===== config.mk =====
export PLATFORM = sky130hd
export DESIGN_NAME = pbsc_bank
export DESIGN_NICKNAME = d
export VERILOG_FILES = /design/src/rtl/pbsc_pkg.sv /design/src/rtl/pbsc_decode.sv /design/src/rtl/pbsc_bit_cell.sv /design/src/rtl/pbsc_frame_map.sv /design/src/rtl/pbsc_bank.sv
export SDC_FILE = /design/constraint.sdc
export NUM_CORES = 1
export LEC_CHECK = 0
export ABC_AREA = 1
export BUFFER_PORTS_ARGS = -buffer_cell sky130_fd_sc_hd__buf_2
export CORE_AREA = 2 2 48 50
export DETAILED_ROUTE_END_ITERATION = 16
export DIE_AREA = 0 0 50 52
export PLACE_DENSITY = 0.78
export RECOVER_POWER = 25
export SYNTH_ARGS = -nofsm -noshare
export SYNTH_HDL_FRONTEND = slang
export SYNTH_SLANG_ARGS = --single-unit

===== constraint.sdc =====
create_clock -name clk_i -period 1 [get_ports clk_i]
set_clock_uncertainty 0.15 [all_clocks]
set_input_delay 0.2 -clock clk_i [delete_from_list [all_inputs] [get_ports clk_i]]
set_output_delay 0.2 -clock clk_i [all_outputs]
set_load 0.05 [all_outputs]

===== src/rtl/pbsc_pkg.sv =====
package pbsc_pkg;
  localparam int unsigned ADDR_W     = 16;
  localparam int unsigned DATA_W     = 8;
  localparam int unsigned MODE_BITS  = 3;
  localparam int unsigned OFS_BITS   = 7;
  localparam int unsigned FB_W       = 16;
  localparam logic [15:0] BASE_DFLT  = 16'hFFC0;

  typedef enum logic {
    ACT_CLR = 1'b0,
    ACT_SET = 1'b1
  } pair_act_e;
endpackage


===== src/rtl/pbsc_decode.sv =====
module pbsc_decode #(
  parameter int unsigned ADDR_W    = pbsc_pkg::ADDR_W,
  parameter int unsigned NUM_BITS  = 10,
  parameter logic [ADDR_W-1:0] BASE_ADDR = ADDR_W'(16'hFFC0)
) (
  input  logic [ADDR_W-1:0]   addr_i,
  input  logic                wr_i,
  output logic [NUM_BITS-1:0] clr_o,
  output logic [NUM_BITS-1:0] set_o
);
  import pbsc_pkg::*;
  localparam int unsigned SPAN = 2 * NUM_BITS;

  logic [ADDR_W-1:0] rel;
  logic              in_win;
  pair_act_e         act;

  assign rel    = addr_i - BASE_ADDR;
  assign in_win = wr_i && (addr_i >= BASE_ADDR) && (rel < ADDR_W'(SPAN));
  assign act    = pair_act_e'(rel[0]);

  for (genvar i = 0; i < NUM_BITS; i++) begin : g_pair
    logic hit;
    assign hit      = in_win && (rel[ADDR_W-1:1] == (ADDR_W-1)'(i));
    assign clr_o[i] = hit && (act == ACT_CLR);
    assign set_o[i] = hit && (act == ACT_SET);
  end
endmodule


===== src/rtl/pbsc_bit_cell.sv =====
module pbsc_bit_cell (
  input  logic clk_i,
  input  logic rst_ni,
  input  logic clr_i,
  input  logic set_i,
  output logic q_o
);
  always_ff @(posedge clk_i or negedge rst_ni) begin
    if (!rst_ni)    q_o <= 1'b0;
    else if (set_i) q_o <= 1'b1;
    else if (clr_i) q_o <= 1'b0;
  end
endmodule


===== src/rtl/pbsc_frame_map.sv =====
module pbsc_frame_map #(
  parameter int unsigned OFS_BITS = pbsc_pkg::OFS_BITS,
  parameter int unsigned FB_W     = pbsc_pkg::FB_W
) (
  input  logic [OFS_BITS-1:0] ofs_i,
  output logic [FB_W-1:0]     fb_addr_o
);
  localparam int unsigned ALIGN_SH = FB_W - OFS_BITS;
  assign fb_addr_o = {ofs_i, {ALIGN_SH{1'b0}}};
endmodule


===== src/rtl/pbsc_bank.sv =====
module pbsc_bank #(
  parameter int unsigned ADDR_W    = pbsc_pkg::ADDR_W,
  parameter int unsigned DATA_W    = pbsc_pkg::DATA_W,
  parameter int unsigned MODE_BITS = pbsc_pkg::MODE_BITS,
  parameter int unsigned OFS_BITS  = pbsc_pkg::OFS_BITS,
  parameter int unsigned FB_W      = pbsc_pkg::FB_W,
  parameter logic [ADDR_W-1:0] BASE_ADDR = ADDR_W'(pbsc_pkg::BASE_DFLT)
) (
  input  logic                 clk_i,
  input  logic                 rst_ni,
  input  logic [ADDR_W-1:0]    addr_i,
  input  logic                 wr_i,
  input  logic [DATA_W-1:0]    data_i,
  output logic [MODE_BITS-1:0] mode_o,
  output logic [FB_W-1:0]      fb_addr_o
);
  localparam int unsigned NUM_BITS = MODE_BITS + OFS_BITS;

  logic [NUM_BITS-1:0] clr_v, set_v, bits_q;
  logic                unused_data;

  // Bit value comes from the address; data is deliberately discarded.
  assign unused_data = ^data_i;

  pbsc_decode #(
    .ADDR_W   (ADDR_W),
    .NUM_BITS (NUM_BITS),
    .BASE_ADDR(BASE_ADDR)
  ) u_dec (
    .addr_i(addr_i),
    .wr_i  (wr_i),
    .clr_o (clr_v),
    .set_o (set_v)
  );

  for (genvar i = 0; i < NUM_BITS; i++) begin : g_cell
    pbsc_bit_cell u_cell (
      .clk_i (clk_i),
      .rst_ni(rst_ni),
      .clr_i (clr_v[i]),
      .set_i (set_v[i]),
      .q_o   (bits_q[i])
    );
  end

  assign mode_o = bits_q[MODE_BITS-1:0];

  pbsc_frame_map #(
    .OFS_BITS(OFS_BITS),
    .FB_W    (FB_W)
  ) u_map (
    .ofs_i    (bits_q[NUM_BITS-1:MODE_BITS]),
    .fb_addr_o(fb_addr_o)
  );
endmodule


==> results of run 1 <==
## report_power, final
part	internal, mW	switching, mW	total [mW]
clock network	0.139	0.145	0.285
logic	0.0671	0.160	0.227
registers	0.404	0.00000208	0.404
## routing by layer
| layer | track usage, % | vias up | part of all wire, % |
|---|---|---|---|
| li1 | - | 449 | - |
| met1 | 16.8 | 365 | 41 |
| met2 | 26.3 | 31 | 50 |
| met3 | 1.15 | 5 | 6.2 |
| met4 | 9.72 | 0 | 2.7 |
| met5 | 0 | - | 0 |
## cells in the mapped netlist
master   count  area, sq um
dfrtp_1     10          250
nor2_2       2         12.5
nor2_1      19         71.3
inv_4        1         6.26
nand3_1     13         65.1
ha_1         1         12.5
xnor2_1      1         8.76
inv_1       25         93.8
conb_1       1         3.75
o21ai_1      1         5.00
a21oi_2      1         8.76
nand2_2      1         6.26
inv_2        1         3.75
nand2_1     47          176
buf_4       21          158
## layout by cell type, fill, tap and decap left out, types with 3 or more instances in the layout
master,n
buf_2,15
buf_4,8
buf_6,12
clkbuf_4,3
conb_1,9
dfrtp_1,10
inv_1,25
nand2_1,47
nand3_1,13
nor2_1,9
nor2_2,11
## final timing paths
kind                                      start                   end  slack, ps  cells past startpoint
max in group asynchronous                rst_ni  g_cell[1].u_cell.q_o        300                      2
max                        g_cell[6].u_cell.q_o         fb_addr_o[12]       -170                      1
min in group asynchronous                rst_ni  g_cell[3].u_cell.q_o        190                      2
max reg2reg                g_cell[3].u_cell.q_o  g_cell[3].u_cell.q_o         60                      5
min                                   addr_i[0]  g_cell[7].u_cell.q_o        120                      5
min reg2reg                g_cell[2].u_cell.q_o  g_cell[2].u_cell.q_o        410                      4
## cell type report
class                      instances  area, sq um  share of cell area, %
timing repair buffer              38          305                   26.0
clock buffer                       3         22.5                   1.91
tap                               28         35.0                   2.98
sequential                        10          250                   21.3
inverter                          27          104                   8.83
multi-input combinational         95          459                   39.0
## what timing repair did
action	4_1_cts	5_1_grt
resized for setup	23	1
hold endpoints to repair	10	0
buffers inserted	3	4
hold buffers	1	0
pin swaps	1	1
endpoints found under the setup margin	20	20
## cell families after synthesis
kind of cell | after synthesis | synth area share (%)
xor gates and xnor gates | 1 | 0.993
adders and majority gates | 1 | 1.42
other | 1 | 0.425
buffers and inverters | 48 | 29.6
DFF | 10 | 28.4
AOI/OAI and AO/OA | 2 | 1.56
and+or+nand+nor | 82 | 37.6
## stage by stage
stage / util, % / TNS, ps / total power, mW / hold WS, ps / area [sq um]
after floorplan: - / -1870 / 0.585 / -246 / 971
after global placement: 48.1 / -3780 / 0.623 / -82.1 / 1010
after detailed placement: 48.1 / -4300 / 0.628 / -75.5 / 1010
after CTS: 54.2 / -2580 / 0.910 / 138 / 1140
after global routing: 55.9 / -3520 / 0.953 / 159 / 1180
final: 55.9 / -2420 / 0.916 / 124 / 1180
==> metrics.txt, run 1 <==
via count of the first global-routing pass=765; CP Max Fanout=2; Initial Util=41.9%; post-layout min period=1170 ps; Cell variety after synth=15; max FFs per register=10; Cells after Synth=145; worst hold path class=input port to flop; leak pwr=0.611 nW; # Max-Cap Violations=0; worst path arrival time=820 ps; I/O pin total=46; Power Density=778 nW/um^2; CP startpoint kind=flop; site row count=17; Die ar.=2600 sq um; Detailed Place HPWL=1.22 mm; Routed Antenna Nets=0; I/O Buffers=28; Post-Route WL=1.62 mm; GRT overflow=0; fillers=218; largest net degree at the start of global routing=21; Highest Clock Rate=852 MHz; Largest regs=g_cell.u_cell.q_o x10; post-route worst setup slack=-174 ps; pre-CTS setup slack=-441 ps; CP cell instances=buf_6; Root Driver=clkbuf_4; DR vias=850; drt first pass iters=4; die width=50 um; DR vias/cell=4.23; share of layout cells above drive strength 1=34.1%; drt wl/cell=8.06 um; Non-Filler Instances=201; CTS max path bufs=2; nets=203; CP peak stage delay=400 ps; worst vdd ir=0.000397 V; CTS clk-pin slew, worst paths=70 ps; fin crit share=117%; Die H=52 um; Seq cells post-synth=10; Yosys warnings=0; DRC viols=0; core area=2110 sq um; placed instance count=190; initial antenna violation count=0; CP Data Required Time=650 ps; area grow syn2layout=33.3%; final slew viol count=0; clock sinks=10; Final setup violation count=20; CP max stage cell=dfrtp_1; Worst setup EP type=output pin; status=complete, but fails checks; failing checks=negative setup slack; worst skew pair latency=270 ps; Biggest register=g_cell.u_cell.q_o; mapped cell area=882 sq um; H-tree levels=1; Inserted Clock Buffers=3; RSZ-0062 raised after global routing=yes; CTS tree=built; Tot GR Track Use=14.7%; GPL Wtd Cong=0.822; ant diodes=0; CP Buf/Inv Count=1; endpoints failing hold=0; Largest delay share family, worst path=flip-flops; DRT iter0 DRCs=16; first-pass GRT wire length=2.95 mm; syn avg cell area=6.08 sq um; Seq/Total Area, Yosys=28.4%; WS Path Type=flop to output pin
Power figures use the tool's default switching activity.
==> run 2, diff against run 1 <==
Settings changed: CAP_MARGIN set to 0, GPL_TIMING_DRIVEN set to 0.
==> run 2 against run 1 <==
  * The flow still finishes with violations (negative setup slack)
  * Clock-buffer cell count is the same
  * Worst hold slack better by 10 ps
  * Final cell count rose by 4.5%
  * Core utilization up 8.2 points
  * Total power grew 3.9%
  * Critical path depth unchanged
  * Flip-flop and latch count unchanged
  * Register-to-register slack got worse by 40 ps
  * Global-route usage grew 2.9 points
  * Worst setup slack got worse by 10 ps
  * Routed wire length grew 28%
  * Maximum frequency is 0.85% lower
  * Critical path type unchanged
  * Critical endpoint is now fb_addr_o[11]
  * Largest cell class unchanged
==> metrics.txt, run 2 (synthesis gave the netlist of run 1 again) <==
status=complete, but fails checks (unchanged); failing checks=negative setup slack (unchanged); DRC viols=0 (unchanged); Final Instance Area=1350 sq um (was 1180 sq um); post-layout min period=1180 ps (was 1170 ps); ant diodes=0 (unchanged); commonest cells after routing, fill and taps aside=nand2_1, inv_1, buf_2 (unchanged); DR vias=924 (was 850); post-route worst setup slack=-184 ps (was -174 ps); worst flop-to-flop path startpoint=g_cell[2].u_cell.q_o (was g_cell[3].u_cell.q_o); CTS tree=built (unchanged); placed instance count=209 (was 190); drt wl/cell=9.86 um (was 8.06 um); I/O Buffers=28 (unchanged); core area=2110 sq um (unchanged); Largest regs=g_cell.u_cell.q_o x10 (unchanged); most common cell after layout, fill and taps aside=nand2_1 (unchanged); nets=212 (was 203); RSZ-0062 raised after global routing=yes (unchanged); worst vdd ir=0.000527 V (was 0.000397 V); worst hold path class=input port to flop (unchanged); CP peak stage delay=400 ps (about the same); first-pass GRT wire length=3.46 mm (was 2.95 mm); CP startpoint kind=flop (unchanged); Worst setup EP type=output pin (unchanged); Initial Util=41.9% (unchanged); area of placed instances=1150 sq um (was 1010 sq um); endpoints failing hold=0 (unchanged); fillers=181 (was 218); CP Buf/Inv Count=1 (unchanged); Power Density=705 nW/um^2 (was 778 nW/um^2); Largest delay share family, worst path=flip-flops (unchanged); Non-Filler Instances=210 (was 201); # Max-Cap Violations=0 (unchanged); Post-Route WL=2.07 mm (was 1.62 mm); Inserted Clock Buffers=3 (unchanged); Worst Min Path Start=addr_i[0] (unchanged); CP cell instances=buf_8 (was buf_6); CP Data Required Time=650 ps (about the same); CTS clk-pin slew, worst paths=60 ps (was 70 ps); worst skew pair latency=270 ps (about the same); critical path startpoint=g_cell[5].u_cell.q_o (was g_cell[6].u_cell.q_o); leak pwr=0.684 nW (was 0.611 nW); FF+latch area=250 sq um (unchanged); via count of the first global-routing pass=875 (was 765); Tot GR Track Use=17.6% (was 14.7%); Die ar.=2600 sq um (unchanged); area grow syn2layout=52.9% (was 33.3%); final slew viol count=0 (unchanged); Final setup violation count=20 (unchanged); Die H=52 um (unchanged); WS Path Type=flop to output pin (unchanged); CP Max Fanout=2 (unchanged); Root Driver=clkbuf_4 (unchanged); multi-input logic area=517 sq um (was 459 sq um); Biggest register=g_cell.u_cell.q_o (unchanged); I/O pin total=46 (unchanged); WHS=134 ps (was 124 ps); clock sinks=10 (unchanged); DR vias/cell=4.40 (was 4.23); DRT iter0 DRCs=12 (was 16); drt first pass iters=4 (unchanged); die width=50 um (unchanged); worst path arrival time=830 ps (was 820 ps); Routed Antenna Nets=0 (unchanged); initial antenna violation count=0 (unchanged); Highest Clock Rate=845 MHz (was 852 MHz); CTS max path bufs=2 (unchanged); GRT overflow=0 (unchanged); largest net degree at the start of global routing=11 (was 21); GPL Wtd Cong=0.839 (was 0.822); fin crit share=118% (was 117%); site row count=17 (unchanged); H-tree levels=1 (unchanged); CP max stage cell=dfrtp_1 (unchanged); max FFs per register=10 (unchanged); Detailed Place HPWL=1.40 mm (was 1.22 mm); share of layout cells above drive strength 1=44.0% (was 34.1%)
-- run 2: cell count changes in the layout (fill, tap and decap cells not counted), sizes merged --
cell	delta
buf	+9
-- run 2: power breakdown --
group	switching [mW]	leakage (nW)	internal [mW]	total, mW
registers	0.00000279	0.0875	0.404	0.404
clock network	0.141	0.0138	0.139	0.281
logic	0.173	0.583	0.0934	0.266
total	0.314	0.684	0.637	0.951
-- run 2: layout make-up --
| class | count | area share [%] |
|---|---|---|
| multi-input combinational | 95 | 38.3 |
| timing repair buffer | 36 | 24.5 |
| sequential | 10 | 18.6 |
| inverter | 27 | 7.70 |
| buffer | 11 | 6.68 |
| tap | 28 | 2.60 |
| clock buffer | 3 | 1.67 |
-- run 2: path summary, 6_finish.rpt --
check	slack [ps]	cells after the start	endpoint
worst max-delay path	-180	1	fb_addr_o[11]
worst min-delay path	130	5	g_cell[7].u_cell.q_o
worst max register to register	20	5	g_cell[2].u_cell.q_o
worst min register to register	450	4	g_cell[4].u_cell.q_o
max in group asynchronous	300	2	g_cell[2].u_cell.q_o
min in group asynchronous	190	2	g_cell[8].u_cell.q_o
-- run 2: layer usage --
metal	share of wire, %	up-vias	routed length [um]	track usage (%)
met4	1.5	0	31	11.1
met5	0	-	0	0
li1	-	475	-	-
met2	54	38	1110	34.4
met3	5.7	4	117	2.30
met1	39	407	810	17.3
-- run 2: metrics by stage --
step           TNS [ps]  utilization [%]  total power [mW]  setup slack [ps]
2_1_floorplan     -1870                -             0.585              -188
3_3_place_gp      -4040             54.4             0.648              -382
3_5_place_dp      -4560             54.4             0.654              -436
4_1_cts           -3050             62.3             0.940              -185
5_1_grt           -3820             64.1             0.994              -214
6_report          -3070             64.1             0.951              -184
-- run 2: repair_timing --
action,4_1_cts,5_1_grt
pin swaps,13,5
hold buffers,1,0
cloned,2,0
resized for setup,52,3
hold endpoints to repair,10,0
endpoints found under the setup margin,20,20
setup buffers,2,3
